`src/rtl/spi_ctl_pkg.sv`:
```
package spi_ctl_pkg;

    localparam int BYTE_W = 8;
    localparam int BIT_IDX_W = $clog2(BYTE_W);

    typedef enum logic [2:0] {
        ST_IDLE,
        ST_CS_LEAD,
        ST_BIT_LOW,
        ST_BIT_DRIVE,
        ST_BIT_HIGH,
        ST_CS_TRAIL,
        ST_DONE
    } seq_state_e;

    // Byte positions inside a transaction; a read skips SLOT_DATA.
    typedef enum logic [2:0] {
        SLOT_DEV_W,
        SLOT_MAP,
        SLOT_DATA,
        SLOT_DEV_R,
        SLOT_READ
    } slot_e;

    typedef struct packed {
        logic              rd;
        logic [BYTE_W-1:0] dev;
        logic [BYTE_W-1:0] map;
        logic [BYTE_W-1:0] wdata;
    } req_t;

    function automatic slot_e slot_after(slot_e s, logic rd);
        case (s)
            SLOT_DEV_W: return SLOT_MAP;
            SLOT_MAP:   return rd ? SLOT_DEV_R : SLOT_DATA;
            SLOT_DEV_R: return SLOT_READ;
            default:    return s;
        endcase
    endfunction

    function automatic logic closes_frame(slot_e s, logic rd);
        return (s == SLOT_MAP && rd) || (s == SLOT_DATA) || (s == SLOT_READ);
    endfunction

    function automatic logic [BYTE_W-1:0] slot_byte(slot_e s, req_t r);
        case (s)
            SLOT_DEV_W: return {r.dev[BYTE_W-1:1], 1'b0};
            SLOT_MAP:   return r.map;
            SLOT_DATA:  return r.wdata;
            SLOT_DEV_R: return {r.dev[BYTE_W-1:1], 1'b1};
            default:    return '0;
        endcase
    endfunction

endpackage

```
`src/rtl/phase_timer.sv`:
```
module phase_timer #(
    parameter int HALF_DIV = 4
) (
    input  logic clk,
    input  logic rst,
    input  logic run,
    output logic tick
);
    localparam int CW = (HALF_DIV > 1) ? $clog2(HALF_DIV) : 1;
    localparam logic [CW-1:0] LAST = CW'(HALF_DIV - 1);

    logic [CW-1:0] cnt;

    assign tick = run && (cnt == LAST);

    always_ff @(posedge clk) begin
        if (rst || !run || tick) cnt <= '0;
        else                     cnt <= cnt + 1'b1;
    end

    assert_phase_bound_R4: assert property (@(posedge clk) disable iff (rst)
        cnt <= LAST);
    assert_idle_count_R4: assert property (@(posedge clk) disable iff (rst)
        !run |=> cnt == '0);
endmodule

```
`src/rtl/byte_shifter.sv`:
```
module byte_shifter #(
    parameter int W = 8
) (
    input  logic         clk,
    input  logic         rst,
    input  logic         load,
    input  logic [W-1:0] load_val,
    input  logic         shift,
    input  logic         sin,
    output logic [W-1:0] q
);
    always_ff @(posedge clk) begin
        if (rst)        q <= '0;
        else if (load)  q <= load_val;
        else if (shift) q <= {q[W-2:0], sin};
    end

    assert_exclusive_ops_R2: assert property (@(posedge clk) disable iff (rst)
        !(load && shift));
    assert_shift_moves_R5: assert property (@(posedge clk) disable iff (rst)
        shift |=> q[W-1:1] == $past(q[W-2:0]));
endmodule

```
`src/rtl/ctl_sequencer.sv`:
```
module ctl_sequencer
    import spi_ctl_pkg::*;
(
    input  logic              clk,
    input  logic              rst,
    input  logic              start,
    input  req_t              req_in,
    input  logic              tick,
    input  logic [BYTE_W-1:0] sh_q,
    output logic              run,
    output logic              sh_load,
    output logic [BYTE_W-1:0] sh_load_val,
    output logic              sh_shift,
    output logic              cs_n,
    output logic              sclk,
    output logic              mosi,
    output logic              done,
    output logic [BYTE_W-1:0] rd_data
);
    seq_state_e           state;
    slot_e                slot;
    req_t                 req_q;
    logic [BIT_IDX_W-1:0] bit_idx;
    logic                 last_bit;
    logic                 frame_end;

    assign last_bit  = (bit_idx == BIT_IDX_W'(BYTE_W - 1));
    assign frame_end = closes_frame(slot, req_q.rd);
    assign run       = (state != ST_IDLE) && (state != ST_DONE);

    always_comb begin
        sh_load     = 1'b0;
        sh_load_val = slot_byte(slot, req_q);
        if (tick && state == ST_CS_LEAD) begin
            sh_load = 1'b1;
        end else if (tick && state == ST_BIT_HIGH && last_bit && !frame_end) begin
            sh_load     = 1'b1;
            sh_load_val = slot_byte(slot_after(slot, req_q.rd), req_q);
        end
    end

    assign sh_shift = tick && (state == ST_BIT_DRIVE);

    always_ff @(posedge clk) begin
        if (rst) begin
            state   <= ST_IDLE;
            slot    <= SLOT_DEV_W;
            req_q   <= '0;
            bit_idx <= '0;
            cs_n    <= 1'b1;
            sclk    <= 1'b1;
            mosi    <= 1'b0;
            done    <= 1'b0;
            rd_data <= '0;
        end else begin
            done <= 1'b0;
            case (state)
                ST_IDLE: begin
                    if (start) begin
                        req_q <= req_in;
                        slot  <= SLOT_DEV_W;
                        cs_n  <= 1'b0;
                        state <= ST_CS_LEAD;
                    end
                end
                ST_CS_LEAD: begin
                    if (tick) begin
                        bit_idx <= '0;
                        sclk    <= 1'b0;
                        state   <= ST_BIT_LOW;
                    end
                end
                ST_BIT_LOW: begin
                    if (tick) begin
                        mosi  <= (slot == SLOT_READ) ? 1'b0 : sh_q[BYTE_W-1];
                        state <= ST_BIT_DRIVE;
                    end
                end
                ST_BIT_DRIVE: begin
                    if (tick) begin
                        sclk  <= 1'b1;
                        state <= ST_BIT_HIGH;
                    end
                end
                ST_BIT_HIGH: begin
                    if (tick) begin
                        if (!last_bit) begin
                            bit_idx <= bit_idx + 1'b1;
                            sclk    <= 1'b0;
                            state   <= ST_BIT_LOW;
                        end else if (frame_end) begin
                            cs_n  <= 1'b1;
                            state <= ST_CS_TRAIL;
                        end else begin
                            slot    <= slot_after(slot, req_q.rd);
                            bit_idx <= '0;
                            sclk    <= 1'b0;
                            state   <= ST_BIT_LOW;
                        end
                    end
                end
                ST_CS_TRAIL: begin
                    if (tick) begin
                        if (slot == SLOT_MAP) begin
                            slot  <= SLOT_DEV_R;
                            cs_n  <= 1'b0;
                            state <= ST_CS_LEAD;
                        end else begin
                            if (req_q.rd) rd_data <= sh_q;
                            done  <= 1'b1;
                            state <= ST_DONE;
                        end
                    end
                end
                default: begin
                    mosi  <= 1'b0;
                    state <= ST_IDLE;
                end
            endcase
        end
    end

    assert_idle_lines_R1: assert property (@(posedge clk) disable iff (rst)
        state == ST_IDLE |-> (cs_n && sclk && !mosi && !done));
    assert_mosi_held_high_R4: assert property (@(posedge clk) disable iff (rst)
        (!cs_n && sclk && $past(sclk) && $past(!cs_n)) |-> $stable(mosi));
    assert_read_mosi_low_R3: assert property (@(posedge clk) disable iff (rst)
        (state == ST_BIT_HIGH && slot == SLOT_READ) |-> !mosi);
    assert_clock_inside_frame_R6: assert property (@(posedge clk) disable iff (rst)
        cs_n |-> sclk);
    assert_done_single_R7: assert property (@(posedge clk) disable iff (rst)
        done |=> !done);
    assert_start_ignored_R8: assert property (@(posedge clk) disable iff (rst)
        (state != ST_IDLE && start) |=> $stable(req_q));
endmodule

```
`src/rtl/serial_ctl_master.sv`:
```
module serial_ctl_master
    import spi_ctl_pkg::*;
#(
    parameter int HALF_DIV = 4
) (
    input  logic              clk,
    input  logic              rst,
    input  logic              start,
    input  logic              rd_req,
    input  logic [BYTE_W-1:0] dev_addr,
    input  logic [BYTE_W-1:0] reg_map,
    input  logic [BYTE_W-1:0] wr_data,
    output logic [BYTE_W-1:0] rd_data,
    output logic              done,
    output logic              cs_n,
    output logic              sclk,
    output logic              mosi,
    input  logic              miso
);
    req_t              req_in;
    logic              run;
    logic              tick;
    logic              sh_load;
    logic              sh_shift;
    logic [BYTE_W-1:0] sh_load_val;
    logic [BYTE_W-1:0] sh_q;

    assign req_in = '{rd: rd_req, dev: dev_addr, map: reg_map, wdata: wr_data};

    phase_timer #(.HALF_DIV(HALF_DIV)) u_timer (
        .clk  (clk),
        .rst  (rst),
        .run  (run),
        .tick (tick)
    );

    byte_shifter #(.W(BYTE_W)) u_shift (
        .clk      (clk),
        .rst      (rst),
        .load     (sh_load),
        .load_val (sh_load_val),
        .shift    (sh_shift),
        .sin      (miso),
        .q        (sh_q)
    );

    ctl_sequencer u_seq (
        .clk         (clk),
        .rst         (rst),
        .start       (start),
        .req_in      (req_in),
        .tick        (tick),
        .sh_q        (sh_q),
        .run         (run),
        .sh_load     (sh_load),
        .sh_load_val (sh_load_val),
        .sh_shift    (sh_shift),
        .cs_n        (cs_n),
        .sclk        (sclk),
        .mosi        (mosi),
        .done        (done),
        .rd_data     (rd_data)
    );
endmodule

```
`config.mk`:
```
export PLATFORM = sky130hd
export DESIGN_NAME = serial_ctl_master
export DESIGN_NICKNAME = d
export VERILOG_FILES = /design/src/rtl/spi_ctl_pkg.sv /design/src/rtl/phase_timer.sv /design/src/rtl/byte_shifter.sv /design/src/rtl/ctl_sequencer.sv /design/src/rtl/serial_ctl_master.sv
export SDC_FILE = /design/constraint.sdc
export NUM_CORES = 1
export LEC_CHECK = 0
export BUFFER_PORTS_ARGS = -buffer_cell sky130_fd_sc_hd__buf_4
export CAP_MARGIN = 20
export CORE_ASPECT_RATIO = 0.8
export CORE_MARGIN = 5
export CORE_UTILIZATION = 51
export DETAILED_ROUTE_END_ITERATION = 10
export HOLD_SLACK_MARGIN = 0.12
export MAX_ROUTING_LAYER = met4
export PLACE_DENSITY = 0.8
export REMOVE_ABC_BUFFERS = 1
export SYNTH_ARGS = -nofsm -noshare
export SYNTH_HDL_FRONTEND = slang
export SYNTH_SLANG_ARGS = --single-unit
```
`constraint.sdc`:
```
create_clock -name clk -period 1.8 [get_ports clk]
set_input_delay 0.09 -clock clk [delete_from_list [all_inputs] [get_ports clk]]
set_output_delay 0.09 -clock clk [all_outputs]
set_load 0.02 [all_outputs]
```
==> results.yml, run 1 <==
global_route:
  grt_pass1_wl_mm: 12.6
  gr-usage-met2_pct: 34.3
  grt_pass1_vias: 2642
  grt-ovfl-total: 0
  antenna_found_initial: 0
  grt_usage_pct: 22.6
  use_met1_pct: 31.8
  gr-usage-met3_pct: 3.46
  grt-busiest-layer: "met2"
  grt_max_degree: 37
run_status:
  status: "complete, but fails checks"
  violations: "negative setup slack"
sta:
  period_share_pct: 104
  post-route-min-period_ps: 1870
  rsz0062_at_grt: "true"
  setup_tns_ps: -129
  fin_ws_ps: -66.3
  max_clock_freq_mhz: 536
  hold_viol_final: 0
  setup_violations: 3
  timing.slew.headroom_pct: 74.1
  tightest_slew_ps: 388
  final-max-slew-violation-count: 0
  clock_skew_ps: 8.94
final_layout:
  num_antenna_cells: 0
  fillers: 415
  nNetsFinal: 473
  drive_gt1_share_pct: 26.3
  final_area_um2: 3830
  syn_to_final_growth_pct: 37.4
worst_setup_path:
  critPathLaunch: "u_seq.slot[2]"
  worst-setup-path-type: "reg2reg"
  cp-end-kind: "register"
  crit_path_cell_trace: "nor3b_1 -> a211o_1 -> a2111o_1 -> or4_1 -> a21oi_2"
  r2r_cells: 5
  critical_path_arrival_ps: 2110
  r2r_setup_slack_ps: -70
  required_ps: 2040
  cpPeakStageDelay_ps: 430
  cp-start-kind: "register"
  cp_max_fo: 6
  r2r_start: "u_seq.slot[2]"
  cp_slowest_cell: "or4_1"
drt:
  drtPass1Iterations: 7
  drc_errors: 0
  vias: 2951
  routedWlPerCell_um: 15.9
  drtIter0Drc: 290
  ant_nets: 0
  routed_wl_mm: 8.04
  routed_via_density: 5.83
cts:
  clockBufferDepth: 2
  cts_buffers: 5
  clkSinkCount: 55
  clkTransAtPathRegs_ps: 90
  cts_setup_buffers: 0
  clkLatencyLatePin_ps: 310
  cts_tree: "done"
  clock-root-buffer: "clkbuf_8"
  htreeDepth: 2
power:
  peakVddDrop_mv: 0.618
  p_leak_nw: 1.47
  powerDensity_nw_per_um2: 950
synthesis:
  syn_area_um2: 2790
  synth.distinct_cells: 50
  ys_seq_area_share_pct: 39.4
  syn_area_per_cell_um2: 7.86
  synth_ff_type: "dfxtp_1"
  ys_async_sr_fraction_pct: 0
  netlist_instances: 355
  yosysWarnings: 0
  synth_edf_count: 0
  ys_ff_latch: 55
job:
  cap_violations: 0
die:
  io_pins: 41
  initial_core_util_pct: 51.9
  die_h_um: 76.2
  die_w_um: 92.7
  dieArea_um2: 7060
  std_cell_rows: 24
  core_um2: 5380
worst_hold_path:
  hp-class: "in2reg"
  worstHoldStart: "rst"
  min_path_cells: 2
placed_design:
  gp_congestion: 0.970
  place_area_um2: 3370
  dpl.hpwl_mm: 5.49
  port_buffers: 39
-- final cells by class --
class                      count  area, um^2  area share, %
clock inverter                 2        37.5          0.979
multi-input combinational    266        1640           42.8
inverter                       6        22.5          0.587
sequential                    55        1120           29.1
clock buffer                   5        68.8           1.79
tap                           65        81.3           2.12
timing repair buffer         107         867           22.6
-- critical path, delay by kind of cell (launching register included) --
family	cells	cell delay, ps
compound gates	3	830
simple gates	2	590
flops	1	380
-- path summary, 6_finish.rpt --
kind	to
max	u_seq.bit_idx[0]
max reg2reg	u_seq.bit_idx[0]
min	u_seq.bit_idx[1]
min reg2reg	u_timer.cnt[0]
-- logic make-up (layout without fill, tap and decap cells) --
kind of cell,count (synthesis),count (layout),share of synthesized area (%)
mux,12,12,4.30
flops,55,55,39.4
simple gates,141,141,22.8
xor+xnor,1,1,0.314
fa+ha+maj,3,3,1.34
buf+inv,34,120,5.33
compound gates,109,109,26.4
-- cell usage in the layout (no fill, tap or decap), drive strengths merged, types with 2 or more instances in the layout --
cell type / count
a211o: 3
a211oi: 6
a21o: 6
a21oi: 34
a22oi: 8
a311oi: 7
a31oi: 5
a32oi: 4
and2: 3
and3: 2
buf: 83
clkbuf: 5
dfxtp: 55
dlygate4sd3: 24
ha: 3
inv: 6
mux2i: 12
nand2: 70
nand2b: 4
nand3: 3
nor2: 31
nor2b: 12
nor3: 4
nor3b: 3
o21ai: 14
o22ai: 8
o2bb2ai: 3
or3: 3
-- power by group --
part / switching (mW) / internal [mW]
logic: 0.744 / 0.603
clock network: 0.409 / 0.407
registers: 0.115 / 1.36
-- synthesized netlist by cell type, types with 2 or more instances --
library cell   n  area share [%]
nor3b_1        3            0.81
nor3_1         4            0.72
a31oi_1        5             1.1
nor2b_1       11             2.5
o21ai_0       13             2.3
clkbuf_1      22             3.0
and3_1         2            0.45
or3_1          3            0.67
a211oi_1       6             1.6
dfxtp_1       55              39
nand2b_1       4            0.90
a22oi_1        8             2.2
nand3_1        3            0.54
nor2_1        31             4.2
a32oi_1        4             1.3
and2_1         3            0.67
nand2_1       70             9.4
o22ai_1        8             1.8
o2bb2ai_1      3            0.94
a311oi_1       7             2.2
buf_2          2            0.36
ha_1           3             1.3
a21oi_1       34             6.1
buf_6          2            0.81
inv_1          6            0.81
a211o_1        3            0.94
a21o_1         6             1.6
mux2i_1       12             4.3
-- registers in the layout, summed over array words and instances, names as in the netlist --
register / count
u_seq.mosi: 1
u_seq.sclk: 1
u_seq.req_q: 24
u_seq.rd_data: 8
u_seq.slot: 3
u_seq.bit_idx: 3
u_seq.cs_n: 1
u_timer.cnt: 2
u_shift.q: 8
u_seq.done: 1
u_seq.state: 3
-- per-layer routing --
metal  up-vias  share of wire (%)
met5         -                  0
li1       1430                  -
met2       130                 47
met1      1382                 45
met3         9                7.6
met4         0               0.87
-- through the flow --
| step | instances | util (%) | total power, mW | hold slack, ps | worst slack (ps) |
|---|---|---|---|---|---|
| 5_1_grt | 506 | 71.3 | 3.85 | 190 | -150 |
| 3_3_place_gp | 475 | 62.7 | 2.71 | 336 | -87.8 |
| 6_report | 506 | 71.3 | 3.64 | 178 | -66.3 |
| 2_1_floorplan | 327 | - | 2.19 | 159 | -509 |
| 4_1_cts | 506 | 69.8 | 3.60 | 167 | -93.0 |
| 3_5_place_dp | 475 | 62.7 | 2.74 | 346 | -116 |
-- timing repair --
| action | CTS | global route |
|---|---|---|
| endpoints found under the setup margin | 19 | 17 |
| hold endpoints to repair | 24 | 0 |
| pin swaps | 1 | 0 |
| resized for setup | 9 | 21 |
| hold buffers | 24 | 0 |
Power figures use the tool's default switching activity.
==> run 2, diff against run 1 <==
--- a/config.mk
+++ b/config.mk
@@ -7,13 +7,15 @@
 export LEC_CHECK = 0
 export BUFFER_PORTS_ARGS = -buffer_cell sky130_fd_sc_hd__buf_4
 export CAP_MARGIN = 20
+export CELL_PAD_IN_SITES_DETAIL_PLACEMENT = 1
+export CELL_PAD_IN_SITES_GLOBAL_PLACEMENT = 2
 export CORE_ASPECT_RATIO = 0.8
 export CORE_MARGIN = 5
-export CORE_UTILIZATION = 51
+export CORE_UTILIZATION = 30
 export DETAILED_ROUTE_END_ITERATION = 10
 export HOLD_SLACK_MARGIN = 0.12
 export MAX_ROUTING_LAYER = met4
-export PLACE_DENSITY = 0.8
+export PLACE_DENSITY = 0.81
 export REMOVE_ABC_BUFFERS = 1
 export SYNTH_ARGS = -nofsm -noshare
 export SYNTH_HDL_FRONTEND = slang
==> run 2 against run 1 <==
The flow still finishes with violations (negative setup slack). Hold slack got worse by 28 ps. Utilization down 26 points. Sequential cell count unchanged. Cell area increased by 6.9%. Combinational power up 7%. Register-to-register slack worse by 50 ps. Critical path type unchanged. Largest power group unchanged.
==> results.yml, run 2 (synthesis gave the netlist of run 1 again) <==
sta:
  setup_violations: 5
  period_share_pct: 106
  final-max-slew-violation-count: 0
  post-route-min-period_ps: 1920
  rsz0062_at_grt: "true"
  clock_skew_ps: 8.52
  fin_ws_ps: -117
  hold_viol_final: 0
  tightest_slew_ps: 384
  whs_ps: 150
  timing.slew.headroom_pct: 74.4
  max_clock_freq_mhz: 522
die:
  core_um2: 9080
  die_h_um: 96.3
  die_w_um: 118
  dieArea_um2: 11300
  io_pins: 41
  std_cell_rows: 31
  initial_core_util_pct: 30.8
worst_setup_path:
  cp-end-kind: "register"
  cp-start-kind: "register"
  r2r_cells: 5
  critical_path_arrival_ps: 2150
  r2r_setup_slack_ps: -120
  cp_max_fo: 5
  cp_slowest_cell: "a2111o_1"
  required_ps: 2030
  r2r_start: "u_seq.slot[1]"
  worst-setup-path-type: "reg2reg"
  cpPeakStageDelay_ps: 430
  reg2reg_to: "u_seq.bit_idx[0]"
  crit_path_cell_trace: "nor2b_4 -> a211o_4 -> a2111o_1 -> or4_4 -> a21oi_2"
worst_hold_path:
  min_path_cells: 2
  worstHoldStart: "rst"
  hp-class: "in2reg"
  hold_path_end: "u_seq.req_q[1]"
final_layout:
  final_area_um2: 4100
  largestRegisters: "u_seq.req_q (24), u_seq.rd_data (8), u_shift.q (8)"
  regMostFlops: "u_seq.req_q"
  syn_to_final_growth_pct: 46.9
  drive_gt1_share_pct: 29.8
  largest_reg_flops: 24
  mostFrequentLayoutCell: "buf_4"
  final_core_util_pct: 45.2
  num_antenna_cells: 0
  final_cell_mix: "buf_4 (81), nand2_1 (68), dfxtp_1 (50)"
  nNetsFinal: 478
power:
  power_frac_seq_pct: 38.6
  peakVddDrop_mv: 0.713
  p_sw_share_pct: 35.2
  p_int_mw: 2.56
  p_leak_nw: 1.53
  comb_power_share_pct: 36.7
  p_clk_share_pct: 24.7
  powerDensity_nw_per_um2: 963
  power_switching_mw: 1.39
global_route:
  grt-ovfl-total: 0
  antenna_found_initial: 0
  grt_max_degree: 25
  grt_pass1_wl_mm: 15.0
  grt_usage_pct: 16.7
  grt_pass1_vias: 3030
cts:
  cts_tree: "done"
  clkSinkCount: 55
  clock-root-buffer: "clkbuf_16"
  clkLatencyLatePin_ps: 300
  clockBufferDepth: 2
  htreeDepth: 2
  cts_buffers: 5
  clkTransAtPathRegs_ps: 70
run_status:
  status: "complete, but fails checks"
  violations: "negative setup slack"
placed_design:
  port_buffers: 39
  pre_cts_slack_ps: -192
  place_area_um2: 3440
  gp_congestion: 0.893
  dpl.hpwl_mm: 6.61
drt:
  drtIter0Drc: 188
  drtPass1Iterations: 5
  drc_errors: 0
  routed_via_density: 5.17
  ant_nets: 0
  routed_wl_mm: 9.14
  vias: 2904
  routedWlPerCell_um: 16.3
job:
  cap_violations: 0
==> run 2: cell count changes in the layout (fill, tap and decap cells not counted), sizes merged <==
| cell | before | now |
|---|---|---|
| buf | 83 | 88 |
| clkinv | 0 | 1 |
| bufinv | 1 | 0 |
| clkbuf | 5 | 6 |
==> run 2: area by class of cell <==
class	count	area (um^2)
repair buffers	112	945
multi-input cells	266	1740
inverters	6	22.5
clock inverters	2	12.5
flip-flops and latches	55	1110
fillers	1083	4980
well taps	115	144
clock buffers	6	129
==> run 2: power groups by stage <==
stage	logic, mW	clock network (mW)	registers, mW
2_1_floorplan	0.634	0	1.56
3_3_place_gp	1.29	0	1.51
3_5_place_dp	1.32	0	1.53
4_1_cts	1.39	1.01	1.51
5_1_grt	1.61	1.06	1.54
6_report	1.45	0.975	1.52
==> run 2: repair_timing <==
action                                 in CTS  in global routing
hold buffers                               24                  0
setup buffers                               2                  5
gates resized for setup                    14                 40
endpoints found under the hold margin      24                  0
setup endpoints to repair                  24                 24
pin swaps                                   4                  7
==> run 2: worst max path at each step <==
| stage | start | slack [ps] | endpoint | cells after the start |
|---|---|---|---|---|
| after floorplan | u_seq.slot[0] | -510 | u_seq.bit_idx[0] | 5 |
| after global placement | u_seq.bit_idx[0] | -90 | u_seq.bit_idx[0] | 6 |
| after detailed placement | u_seq.bit_idx[0] | -190 | u_seq.bit_idx[0] | 6 |
| after CTS | u_seq.bit_idx[0] | -110 | u_seq.bit_idx[0] | 6 |
| after global routing | u_seq.slot[0] | -160 | u_shift.q[4] | 7 |
| final | u_seq.slot[1] | -120 | u_seq.bit_idx[0] | 5 |
==> run 2: critical path: cells and delay by family (launching register included) <==
| family | cells | cell delay (ps) |
|---|---|---|
| compound gates | 3 | 900 |
| simple gates | 2 | 570 |
| flops | 1 | 380 |
==> run 2: per-layer routing <==
metal	global-route usage (%)	up-vias	share of wire (%)
met4	4.49	0	1.2
met3	3.41	9	3.7
met1	22.2	1401	51
met2	25.8	49	44
met5	-	-	0
li1	-	1445	-
==> run 2: stage by stage <==
stage | TNS [ps] | power, mW | instances
detailed placement | -1080 | 2.84 | 524
CTS | -180 | 3.92 | 558
global route | -1200 | 4.22 | 562
finish | -213 | 3.95 | 562
floorplan | -7480 | 2.19 | 327
global placement | -103 | 2.81 | 524
==> run 3, diff against run 2 <==
--- a/config.mk
+++ b/config.mk
@@ -5,13 +5,14 @@
 export SDC_FILE = /design/constraint.sdc
 export NUM_CORES = 1
 export LEC_CHECK = 0
+export ABC_AREA = 1
 export BUFFER_PORTS_ARGS = -buffer_cell sky130_fd_sc_hd__buf_4
 export CAP_MARGIN = 20
 export CELL_PAD_IN_SITES_DETAIL_PLACEMENT = 1
 export CELL_PAD_IN_SITES_GLOBAL_PLACEMENT = 2
 export CORE_ASPECT_RATIO = 0.8
 export CORE_MARGIN = 5
-export CORE_UTILIZATION = 30
+export CORE_UTILIZATION = 29
 export DETAILED_ROUTE_END_ITERATION = 10
 export HOLD_SLACK_MARGIN = 0.12
 export MAX_ROUTING_LAYER = met4
@@ -19,4 +20,5 @@
 export REMOVE_ABC_BUFFERS = 1
 export SYNTH_ARGS = -nofsm -noshare
 export SYNTH_HDL_FRONTEND = slang
+export SYNTH_HIERARCHICAL = 1
 export SYNTH_SLANG_ARGS = --single-unit
==> run 3 against run 2 <==
The run now ends clean. Sequential share of layout area fell by 0.24 points. Wire length fell by 2.8%. Sequential power rose by 5%. Critical endpoint is now u_shift/q[5]. Highest routed layer unchanged.
==> results.yml, run 3 <==
die:
  dieArea_um2: 12200
  die_h_um: 99.6
  core_um2: 9730
  std_cell_rows: 32
  io_pins: 41
  initial_core_util_pct: 29.9
  die_w_um: 122
cts:
  clock-root-buffer: "clkbuf_16"
  clockBufferDepth: 2
  htreeDepth: 2
  cts_buffers: 5
  clkLatencyLatePin_ps: 300
  cts_tree: "done"
  clkTransAtPathRegs_ps: 70
  clkSinkCount: 55
sta:
  setup_violations: 0
  rsz0062_at_grt: "true"
  period_share_pct: 99.9
  hold_viol_final: 0
  final-max-slew-violation-count: 0
  tightest_slew_ps: 352
  timing.slew.headroom_pct: 76.5
  post-route-min-period_ps: 1800
  clock_skew_ps: 6.61
  fin_ws_ps: 2.44
  whs_ps: 123
  setup_tns_ps: 0
  max_clock_freq_mhz: 556
run_status:
  status: "finished, final reports clean"
global_route:
  antenna_found_initial: 0
  grt_pass1_wl_mm: 15.2
  grt_usage_pct: 15.8
  grt_pass1_vias: 3201
  grt-busiest-layer: "met2"
  gr-usage-met2_pct: 26.3
  use_met1_pct: 20.2
  grt-ovfl-total: 0
  gr-usage-met3_pct: 2.62
  grt_max_degree: 49
worst_setup_path:
  critical_path_arrival_ps: 2000
  cp-end-kind: "register"
  cp-start-kind: "register"
  worst-setup-path-type: "reg2reg"
  cp_max_fo: 8
  required_ps: 2000
synthesis:
  synth_top_cell_area_share_pct: 37.8
  yosysWarnings: 6
  synth_edf_count: 0
  ys_seq_area_share_pct: 37.8
  ys_async_sr_fraction_pct: 0
  synth_commonest_cells: "nand2_1 (76), dfxtp_1 (55), o21ai_0 (52)"
  yosysMostFrequentCell: "nand2_1"
  syn_area_um2: 2910
  syn_area_per_cell_um2: 6.98
  netlist_instances: 417
  synth_ff_type: "dfxtp_1"
  synth.distinct_cells: 35
  ys_ff_latch: 55
  yosys.area.top_type: "dfxtp_1"
  synth_area_leaders: "dfxtp_1 (38%), nand2_1 (9.8%), o21ai_0 (8.9%)"
power:
  p_sw_share_pct: 39.9
  peakVddDrop_mv: 0.500
  p_leak_nw: 1.90
  comb_power_share_pct: 44.4
  p_clk_share_pct: 21.2
  power_frac_seq_pct: 34.4
  p_int_mw: 2.80
  powerDensity_nw_per_um2: 1130
  power_switching_mw: 1.86
final_layout:
  final_cell_mix: "buf_4 (69), nand2_1 (69), dfxtp_1 (51)"
  final_core_util_pct: 42.5
  largestRegisters: "u_seq/req_q (24), u_seq/rd_data (8), u_shift/q (8)"
  regMostFlops: "u_seq/req_q"
  fin_cells: 647
  largest_reg_flops: 24
  num_antenna_cells: 0
  syn_to_final_growth_pct: 41.9
  drive_gt1_share_pct: 29.7
  nNetsFinal: 542
drt:
  vias: 3049
  routedWlPerCell_um: 13.7
  drtPass1Iterations: 4
  routed_wl_mm: 8.88
  ant_nets: 0
  drc_errors: 0
  drtIter0Drc: 120
  routed_via_density: 4.71
worst_hold_path:
  hp-class: "in2reg"
placed_design:
  dpl.hpwl_mm: 6.39
  pre_cts_slack_ps: -285
  gp_congestion: 0.873
  place_inst: 606
  port_buffers: 39
job:
  cap_violations: 0
run 3: changes by cell type after synthesis, moves of 6 or more:
cell      delta
a311oi_1     -7
nand2_1      +6
nor2_1      +18
inv_1       +44
a21o_1       -6
a22oi_1      -8
mux2i_1     -12
o21ai_0     +39
clkbuf_1    -19
inv_2        +8
nor2b_1     -11
nand3_1     +18
a211oi_1     -6
nand2_2      +7
run 3: critical path: stages, from the launching register on:
cell     delay [ps]
dfxtp_4         380
inv_2            50
nand2_4          70
nor2_4           30
nor2_2          110
nand2_1          70
inv_2            60
inv_2            40
nor3_4          200
nand2_4         130
o21ai_4          90
buf_8           160
nor2_8           60
nand2_1          60
nand3_1          80
nand2_1          60
inv_1            40
run 3: kinds of logic (layout without fill, tap and decap cells):
group,Yosys count,count (layout),share of synthesized area (%)
adder cells (fa/ha/maj),3,3,1.29
AO/OA/AOI/OAI,109,109,20.1
AND/OR/NAND/NOR,176,176,29.2
buffers and inverters,74,168,11.6
flip-flops,55,55,37.8
run 3: final timing paths:
path / from / endpoint / slack (ps) / depth (start not counted)
worst max register to register: u_seq/state[0] / u_shift/q[5] / 2 / 16
worst max-delay path: u_seq/state[0] / u_shift/q[5] / 2 / 16
worst min-delay path: wr_data[4] / u_seq/req_q[4] / 120 / 3
worst min register to register: u_timer/cnt[0] / u_timer/cnt[0] / 420 / 1
run 3: layout make-up:
type                       count  area [um^2]
inverter                      59          236
clock inverter                 2         16.3
timing repair buffer         101          877
tap                          136          170
multi-input combinational    288         1590
clock buffer                   6          129
sequential                    55         1110
fill                        1205         5600
run 3: power groups by stage:
stage / Sequential [mW] / Clock [mW] / Combinational, mW
5_1_grt: 1.63 / 1.08 / 2.31
2_1_floorplan: 1.61 / 0 / 1.15
6_report: 1.60 / 0.991 / 2.07
3_5_place_dp: 1.61 / 0 / 1.87
4_1_cts: 1.60 / 1.03 / 1.97
3_3_place_gp: 1.59 / 0 / 1.82
run 3: repair_timing:
item,4_1_cts,5_1_grt
setup endpoints to repair,21,23
hold buffers,24,0
pin swaps,5,14
cloned,1,1
resized for setup,17,38
endpoints found under the hold margin,30,0
buffers inserted,4,3
run 3: per-stage QoR:
| stage | area (um^2) | power (mW) |
|---|---|---|
| 3_5_place_dp | 3500 | 3.47 |
| 6_report | 4130 | 4.66 |
| 2_1_floorplan | 2800 | 2.76 |
| 5_1_grt | 4130 | 5.03 |
| 4_1_cts | 3980 | 4.60 |
| 3_3_place_gp | 3500 | 3.41 |
run 3: metal layers:
layer	up-vias	part of all wire, %
met5	-	0
met4	0	0.90
met3	9	2.7
met2	37	49
met1	1457	47
li1	1546	-
